## src/rtl/vce_pkg.sv

```systemverilog
// Package: shared types for the compress/expand unit.
// Assumes: one-bit operation select, three-state sequencer.
package vce_pkg;
    typedef enum logic {
        OP_COMPRESS = 1'b0,
        OP_EXPAND   = 1'b1
    } vce_op_e;

    typedef enum logic [1:0] {
        ST_IDLE = 2'd0,
        ST_RUN  = 2'd1,
        ST_DONE = 2'd2
    } vce_state_e;
endpackage

```

## src/rtl/vce_seq.sv

```systemverilog
// Sequencer: accepts start, latches operation/mask/length (length clamped
// to NUM_ELEM), steps an element cursor once per cycle and pulses done.
// Assumes: start is ignored while running; a zero length goes straight to done.
module vce_seq
    import vce_pkg::*;
#(
    parameter int NUM_ELEM = 8,
    parameter int LEN_W    = $clog2(NUM_ELEM + 1),
    parameter int IDX_W    = (NUM_ELEM > 1) ? $clog2(NUM_ELEM) : 1
) (
    input  logic                clk,
    input  logic                rst_n,
    input  logic                start,
    input  logic                op,
    input  logic [LEN_W-1:0]    vlen,
    input  logic [NUM_ELEM-1:0] mask,
    output logic                accept,
    output logic                run,
    output logic                done,
    output logic [IDX_W-1:0]    cursor,
    output vce_op_e             op_q,
    output logic [NUM_ELEM-1:0] mask_q,
    output logic [LEN_W-1:0]    vlen_q
);
    localparam logic [LEN_W-1:0] MAX_LEN = LEN_W'(NUM_ELEM);

    vce_state_e       state;
    logic [LEN_W-1:0] vlen_eff;
    logic             last;

    // Clamp the requested length to the register size.
    always_comb vlen_eff = (vlen > MAX_LEN) ? MAX_LEN : vlen;

    // Start is taken whenever no operation is running.
    always_comb accept = start && (state != ST_RUN);

    // Final element of the current operation.
    always_comb last = (LEN_W'(cursor) == vlen_q - LEN_W'(1));

    // Status decode.
    always_comb begin
        run  = (state == ST_RUN);
        done = (state == ST_DONE);
    end

    // State, cursor and latched operation registers.
    always_ff @(posedge clk) begin
        if (!rst_n) begin
            state  <= ST_IDLE;
            cursor <= '0;
            op_q   <= OP_COMPRESS;
            mask_q <= '0;
            vlen_q <= '0;
        end else if (accept) begin
            op_q   <= vce_op_e'(op);
            mask_q <= mask;
            vlen_q <= vlen_eff;
            cursor <= '0;
            state  <= (vlen_eff == '0) ? ST_DONE : ST_RUN;
        end else begin
            case (state)
                ST_RUN: begin
                    if (last) state  <= ST_DONE;
                    else      cursor <= cursor + IDX_W'(1);
                end
                ST_DONE: state <= ST_IDLE;
                default: state <= ST_IDLE;
            endcase
        end
    end

    // done lasts one cycle unless a fresh zero-length start re-enters it.
    assert_done_single_R8: assert property (@(posedge clk) disable iff (!rst_n)
        (done && !start) |=> !done);

    // the cursor stays inside the active length while running.
    assert_cursor_bound_R8: assert property (@(posedge clk) disable iff (!rst_n)
        run |-> (LEN_W'(cursor) < vlen_q));

    // latched operation and mask do not change during a run.
    assert_hold_cfg_R9: assert property (@(posedge clk) disable iff (!rst_n)
        (run && $past(run)) |-> ($stable(op_q) && $stable(mask_q) && $stable(vlen_q)));
endmodule

```

## src/rtl/vce_pack_cnt.sv

```systemverilog
// Pack counter: counts selected elements seen so far in the current run.
// It serves as the compress write slot, the expand read slot and the final
// packed length. Assumes: clr and the latched length update on the same edge.
module vce_pack_cnt #(
    parameter int LEN_W = 4
) (
    input  logic             clk,
    input  logic             rst_n,
    input  logic             clr,
    input  logic             inc,
    input  logic [LEN_W-1:0] vlen_q,
    output logic [LEN_W-1:0] cnt
);
    // Count set mask bits handled in the current operation.
    always_ff @(posedge clk) begin
        if (!rst_n)   cnt <= '0;
        else if (clr) cnt <= '0;
        else if (inc) cnt <= cnt + LEN_W'(1);
    end

    // the count can never exceed the active length.
    assert_cnt_bound_R3: assert property (@(posedge clk) disable iff (!rst_n)
        cnt <= vlen_q);

    // the count advances by at most one per element.
    assert_cnt_step_R3: assert property (@(posedge clk) disable iff (!rst_n)
        !$past(clr) |-> ((cnt == $past(cnt)) || (cnt == $past(cnt) + LEN_W'(1))));
endmodule

```

## src/rtl/vce_route.sv

```systemverilog
// Router: maps cursor and pack count onto the read and write ports by mode.
// Compress reads at the cursor and writes at the pack slot. Expand reads at
// the pack slot and writes at the cursor. Assumes the source answers in the same cycle.
module vce_route
    import vce_pkg::*;
#(
    parameter int IDX_W  = 3,
    parameter int ELEM_W = 16
) (
    input  logic              clk,
    input  logic              rst_n,
    input  logic              run,
    input  logic              sel,
    input  vce_op_e           op_q,
    input  logic [IDX_W-1:0]  cursor,
    input  logic [IDX_W-1:0]  slot,
    input  logic [ELEM_W-1:0] src_rd_data,
    output logic              src_rd_en,
    output logic [IDX_W-1:0]  src_rd_idx,
    output logic              dst_wr_en,
    output logic [IDX_W-1:0]  dst_wr_idx,
    output logic [ELEM_W-1:0] dst_wr_data
);
    // Steer indices and strobes according to the latched mode.
    always_comb begin
        dst_wr_en   = run && sel;
        dst_wr_data = src_rd_data;
        if (op_q == OP_COMPRESS) begin
            src_rd_en  = run;
            src_rd_idx = cursor;
            dst_wr_idx = slot;
        end else begin
            src_rd_en  = run && sel;
            src_rd_idx = slot;
            dst_wr_idx = cursor;
        end
    end

    // compress never writes ahead of the element being read.
    assert_pack_behind_R2: assert property (@(posedge clk) disable iff (!rst_n)
        (dst_wr_en && op_q == OP_COMPRESS) |-> (dst_wr_idx <= src_rd_idx));

    // expand never reads ahead of the position being written.
    assert_expand_behind_R5: assert property (@(posedge clk) disable iff (!rst_n)
        (src_rd_en && op_q == OP_EXPAND) |-> (src_rd_idx <= dst_wr_idx));
endmodule

```

## src/rtl/vec_compress_expand.sv

```systemverilog
// Top: masked compress/expand over element-serial register ports.
// Assumes: the source array read is combinational, and the destination array
// keeps every element that is not written.
module vec_compress_expand
    import vce_pkg::*;
#(
    parameter int NUM_ELEM = 8,
    parameter int ELEM_W   = 16,
    parameter int LEN_W    = $clog2(NUM_ELEM + 1),
    parameter int IDX_W    = (NUM_ELEM > 1) ? $clog2(NUM_ELEM) : 1
) (
    input  logic                clk,
    input  logic                rst_n,
    input  logic                start,
    input  logic                op,
    input  logic [LEN_W-1:0]    vlen,
    input  logic [NUM_ELEM-1:0] mask,
    output logic                src_rd_en,
    output logic [IDX_W-1:0]    src_rd_idx,
    input  logic [ELEM_W-1:0]   src_rd_data,
    output logic                dst_wr_en,
    output logic [IDX_W-1:0]    dst_wr_idx,
    output logic [ELEM_W-1:0]   dst_wr_data,
    output logic                busy,
    output logic                done,
    output logic [LEN_W-1:0]    packed_len
);
    logic                accept;
    logic                run;
    logic [IDX_W-1:0]    cursor;
    vce_op_e             op_q;
    logic [NUM_ELEM-1:0] mask_q;
    logic [LEN_W-1:0]    vlen_q;
    logic                sel;
    logic [LEN_W-1:0]    cnt;

    vce_seq #(.NUM_ELEM(NUM_ELEM), .LEN_W(LEN_W), .IDX_W(IDX_W)) u_seq (
        .clk(clk), .rst_n(rst_n), .start(start), .op(op), .vlen(vlen),
        .mask(mask), .accept(accept), .run(run), .done(done),
        .cursor(cursor), .op_q(op_q), .mask_q(mask_q), .vlen_q(vlen_q)
    );

    // Mask bit of the element under the cursor.
    always_comb sel = mask_q[cursor];

    vce_pack_cnt #(.LEN_W(LEN_W)) u_cnt (
        .clk(clk), .rst_n(rst_n), .clr(accept), .inc(run && sel),
        .vlen_q(vlen_q), .cnt(cnt)
    );

    vce_route #(.IDX_W(IDX_W), .ELEM_W(ELEM_W)) u_route (
        .clk(clk), .rst_n(rst_n), .run(run), .sel(sel), .op_q(op_q),
        .cursor(cursor), .slot(cnt[IDX_W-1:0]), .src_rd_data(src_rd_data),
        .src_rd_en(src_rd_en), .src_rd_idx(src_rd_idx),
        .dst_wr_en(dst_wr_en), .dst_wr_idx(dst_wr_idx),
        .dst_wr_data(dst_wr_data)
    );

    // Drive status outputs.
    always_comb begin
        busy       = run;
        packed_len = cnt;
    end

    // no write lands at or beyond the active length.
    assert_wr_in_range_R7: assert property (@(posedge clk) disable iff (!rst_n)
        dst_wr_en |-> (LEN_W'(dst_wr_idx) < vlen_q));

    // writes only happen while an operation runs.
    assert_wr_only_busy_R8: assert property (@(posedge clk) disable iff (!rst_n)
        dst_wr_en |-> busy);

    // nothing is pending in the first cycle after reset.
    assert_reset_quiet_R1: assert property (@(posedge clk)
        !$past(rst_n) |-> (!busy && !done && !dst_wr_en && packed_len == '0));
endmodule

```

## config.mk

```make
export PLATFORM = sky130hd
export DESIGN_NAME = vec_compress_expand
export DESIGN_NICKNAME = d
export VERILOG_FILES = /design/src/rtl/vce_pkg.sv /design/src/rtl/vce_seq.sv /design/src/rtl/vce_pack_cnt.sv /design/src/rtl/vce_route.sv /design/src/rtl/vec_compress_expand.sv
export SDC_FILE = /design/constraint.sdc
export NUM_CORES = 1
export LEC_CHECK = 0
export ABC_AREA = 1
export CAP_MARGIN = 25
export CORE_MARGIN = 1.5
export CORE_UTILIZATION = 44
export DETAILED_ROUTE_END_ITERATION = 10
export GPL_TIMING_DRIVEN = 0
export PLACE_DENSITY = 0.85
export SLEW_MARGIN = 5
export SYNTH_ARGS = -nofsm -noshare
export SYNTH_HDL_FRONTEND = slang
export SYNTH_SLANG_ARGS = --single-unit
```

## constraint.sdc

```tcl
create_clock -name clk -period 3.2 [get_ports clk]
set_input_delay 0.32 -clock clk [delete_from_list [all_inputs] [get_ports clk]]
set_output_delay 0.32 -clock clk [all_outputs]
set_load 0.03 [all_outputs]
```

==> summary.txt <==
Logic synthesis
  – Post-synth EDFFs: 0
  – Mapped Cells: 187
  – Sequential share of the synthesized area: 33.5%
  – Most frequent cells after synthesis: nand2_1 (32), dfxtp_1 (22), inv_1 (20)
  – Mapped Nets: 222
  – Synth Area per Inst: 7.03 µm²
  – Yosys top cell area share: 33.5%
  – Synth async-reset ratio: 0%
  – Synth top area cells: dfxtp_1 (34%), buf_4 (9.7%), nand2_1 (9.1%)
  – Most used DFF post-synth: dfxtp_1
  – Count leader, synth: nand2_1
  – Post-synth cell types: 24
  – Yosys Warn Count: 0
  – Post-synth design cell area: 1310 µm²
  – Largest area contributor in the netlist: dfxtp_1
  – Flops & latches, synth: 22

Status
  – Outcome: complete, but fails checks
  – Failing checks: DRC

Clock tree
  – CTS root buffer: clkbuf_4
  – CTS Buf Count: 3
  – Clock Latency Late Sink: 310 ps
  – Worst-path clk slew: 120 ps
  – Setup Buffers After CTS: 0
  – CTS Sinks: 22
  – TritonCTS clock tree: yes
  – Hold_buf cts: 0
  – CTS Buffer Depth: 2
  – H-tree Lvls: 1
  – Post-CTS sizing: 0

Drt
  – First-pass detailed-route iteration total: 7
  – DRT iter0 DRCs: 39
  – Met1 wire length: 1.21 mm
  – DR top layer: met4
  – Vias per inst: 4.81
  – ANT nets after route: 0
  – DRT Wirelength: 2.63 mm
  – Routed wl met2: 1.23 mm
  – Vias: 1,285
  – Routed wire per std cell: 9.86 µm
  – Met3 wire len: 155 µm
  – Detailed-route DRC error count: 4

Floorplanning
  – Core Rows: 19
  – Die Width: 57.6 µm
  – Initial core utilization: 46.8%
  – Full die area: 3320 µm²
  – Core Region: 2810 µm²
  – Die height: 57.6 µm
  – I/O pin total: 62

GRT
  – GRT overflow: 0
  – Pin count of the biggest net entering global routing: 13
  – First-pass GRT wire length: 4.28 mm
  – Gr usage total: 16.4%
  – Initial antenna violation count: 0
  – Vias in the first global route: 1,066

Setup path
  – CP endpoint: src_rd_en
  – Slowest CP cell: clkdlybuf4s50_1
  – WS Path Type: register to primary output
  – Worst R2R Path Depth: 10
  – Worst path arrival time: 2110 ps
  – Setup crit start kind: register
  – Critical path peak fanout: 9
  – R2R Setup Slk: 1730 ps
  – Crit Reg-Reg Endpoint: u_seq.cursor[1]
  – CP Cell Sequence: buf_4 -> inv_2 -> nand2_1 -> nand3_1 -> nand3_2 -> nand3_4 -> o21ai_1 -> clkdlybuf4s50_1
  – R2R Path Start: u_seq.vlen_q[0]
  – Critical Path Sink Type: primary output
  – Setup crit start: u_seq.cursor[0]
  – Crit path largest cell delay: 680 ps
  – CP required: 2880 ps

Timing
  – Final min period: 2430 ps
  – Fmax: 0.411 GHz
  – Hold violation total from the final report: 0
  – RSZ-0062 raised after global routing: no
  – Setup violators final: 0
  – Max Slew Vio Count: 0
  – Post-route setup TNS: 0 ps
  – Slew HR: 78.2%
  – Crit share post-route: 76.1%
  – Final Skew: 3.84 ps
  – Fin Hold WS: 454 ps
  – Worst Max-Slew Pin Slew: 327 ps

Cells and area
  – Filler cells: 260
  – Design Area, Final: 1840 µm²
  – Diode count: 0
  – Layout cells sized above 1: 18.6%
  – Register area: 440 µm²
  – Multi-input gate area: 619 µm²
  – Final net count: 272
  – Layout area overhead: 40.0%

Run
  – Total of max-cap violations: 0

Power
  – Pwr Total: 663 µW
  – Power per cell area: 361 nW/µm²
  – VDD IR-drop max: 0.000258 V
  – Pleak: 0.797 nW

Place
  – Final GP Congestion: 0.776
  – Placed inst area: 1800 µm²
  – Buffers on Ports: 45
  – Post-DP HPWL: 2.19 mm

Min path
  – HP Class: register to register
==> worst max-delay path: cells and delay by family, from the launching register on <==
kind	cells	cell delay [ps]
flip-flops	1	350
AND/OR/NAND/NOR	4	420
buffers and inverters	3	920
AO/OA/AOI/OAI	1	100
==> metal layers <==
layer  GRT usage (%)  vias to the layer above
met5               0                        -
met4            5.98                        0
met3            4.69                        8
met2            26.1                       41
met1            21.1                      553
li1                -                      683
==> metrics by stage <==
| stage | util, % | worst slack [ps] | cells |
|---|---|---|---|
| floorplan | - | 1540 | 187 |
| global placement | 64.3 | 1140 | 263 |
| detailed placement | 64.3 | 1120 | 263 |
| CTS | 65.6 | 754 | 267 |
| global route | 65.6 | 616 | 267 |
| finish | 65.6 | 766 | 267 |
==> cells by family (layout without fill, tap and decap cells) <==
family	Yosys count	in the layout	synth area share, %
AND/OR/NAND/NOR	74	74	28.2
buffers and inverters	50	99	19.3
AO/OA/AOI/OAI	34	34	13.4
flip-flops	22	22	33.5
XOR/XNOR	4	4	2.67
adder cells (fa/ha/maj)	3	3	2.86
==> registers in the layout, summed over array words and instances (netlist names) <==
register / count
u_seq.mask_q: 8
u_cnt.cnt: 4
u_seq.vlen_q: 4
u_seq.cursor: 3
u_seq.state: 2
u_seq.op_q: 1
==> cells in the final DEF (no fill, tap or decap), types with 2 or more instances in the layout <==
cell             count
clkbuf_4             3
buf_2                2
a21oi_1             14
nand3_4              2
o21ai_1              3
nand3_1             12
nand4_1              3
nor2_2               2
buf_4               17
inv_2                9
clkdlybuf4s50_1     45
xor2_1               2
inv_1               20
dfxtp_1             22
nor2_1              15
nand2_1             32
xnor2_1              2
nand2_2              4
ha_1                 3
o21ai_0             15
clkbuf_1             2
nand3_2              2
==> worst min path at each step <==
stage                     cells past startpoint               to            start  slack [ps]
after detailed placement                      2  u_seq.mask_q[4]  u_seq.mask_q[4]         440
after floorplan                               2  u_seq.mask_q[4]  u_seq.mask_q[4]         420
after CTS                                     2  u_seq.mask_q[4]  u_seq.mask_q[4]         460
after global routing                          2  u_seq.mask_q[4]  u_seq.mask_q[4]         470
final                                         2  u_seq.mask_q[4]  u_seq.mask_q[4]         450
after global placement                        2  u_seq.mask_q[4]  u_seq.mask_q[4]         430
==> area by class of cell <==
cell class | count | share of cell area [%]
multi-input cells | 115 | 33.7
repair buffers | 45 | 24.5
flip-flops and latches | 22 | 23.9
plain buffers | 21 | 7.89
inverters | 29 | 5.92
well taps | 31 | 2.11
clock buffers | 4 | 1.97
==> power breakdown <==
group / internal, mW / switching, mW / leakage, nW
Clock: 0.0695 / 0.0851 / 0.0210
Sequential: 0.291 / 0.00888 / 0.180
Combinational: 0.0917 / 0.117 / 0.596
Note: power is estimated with default switching activity, not from simulation.
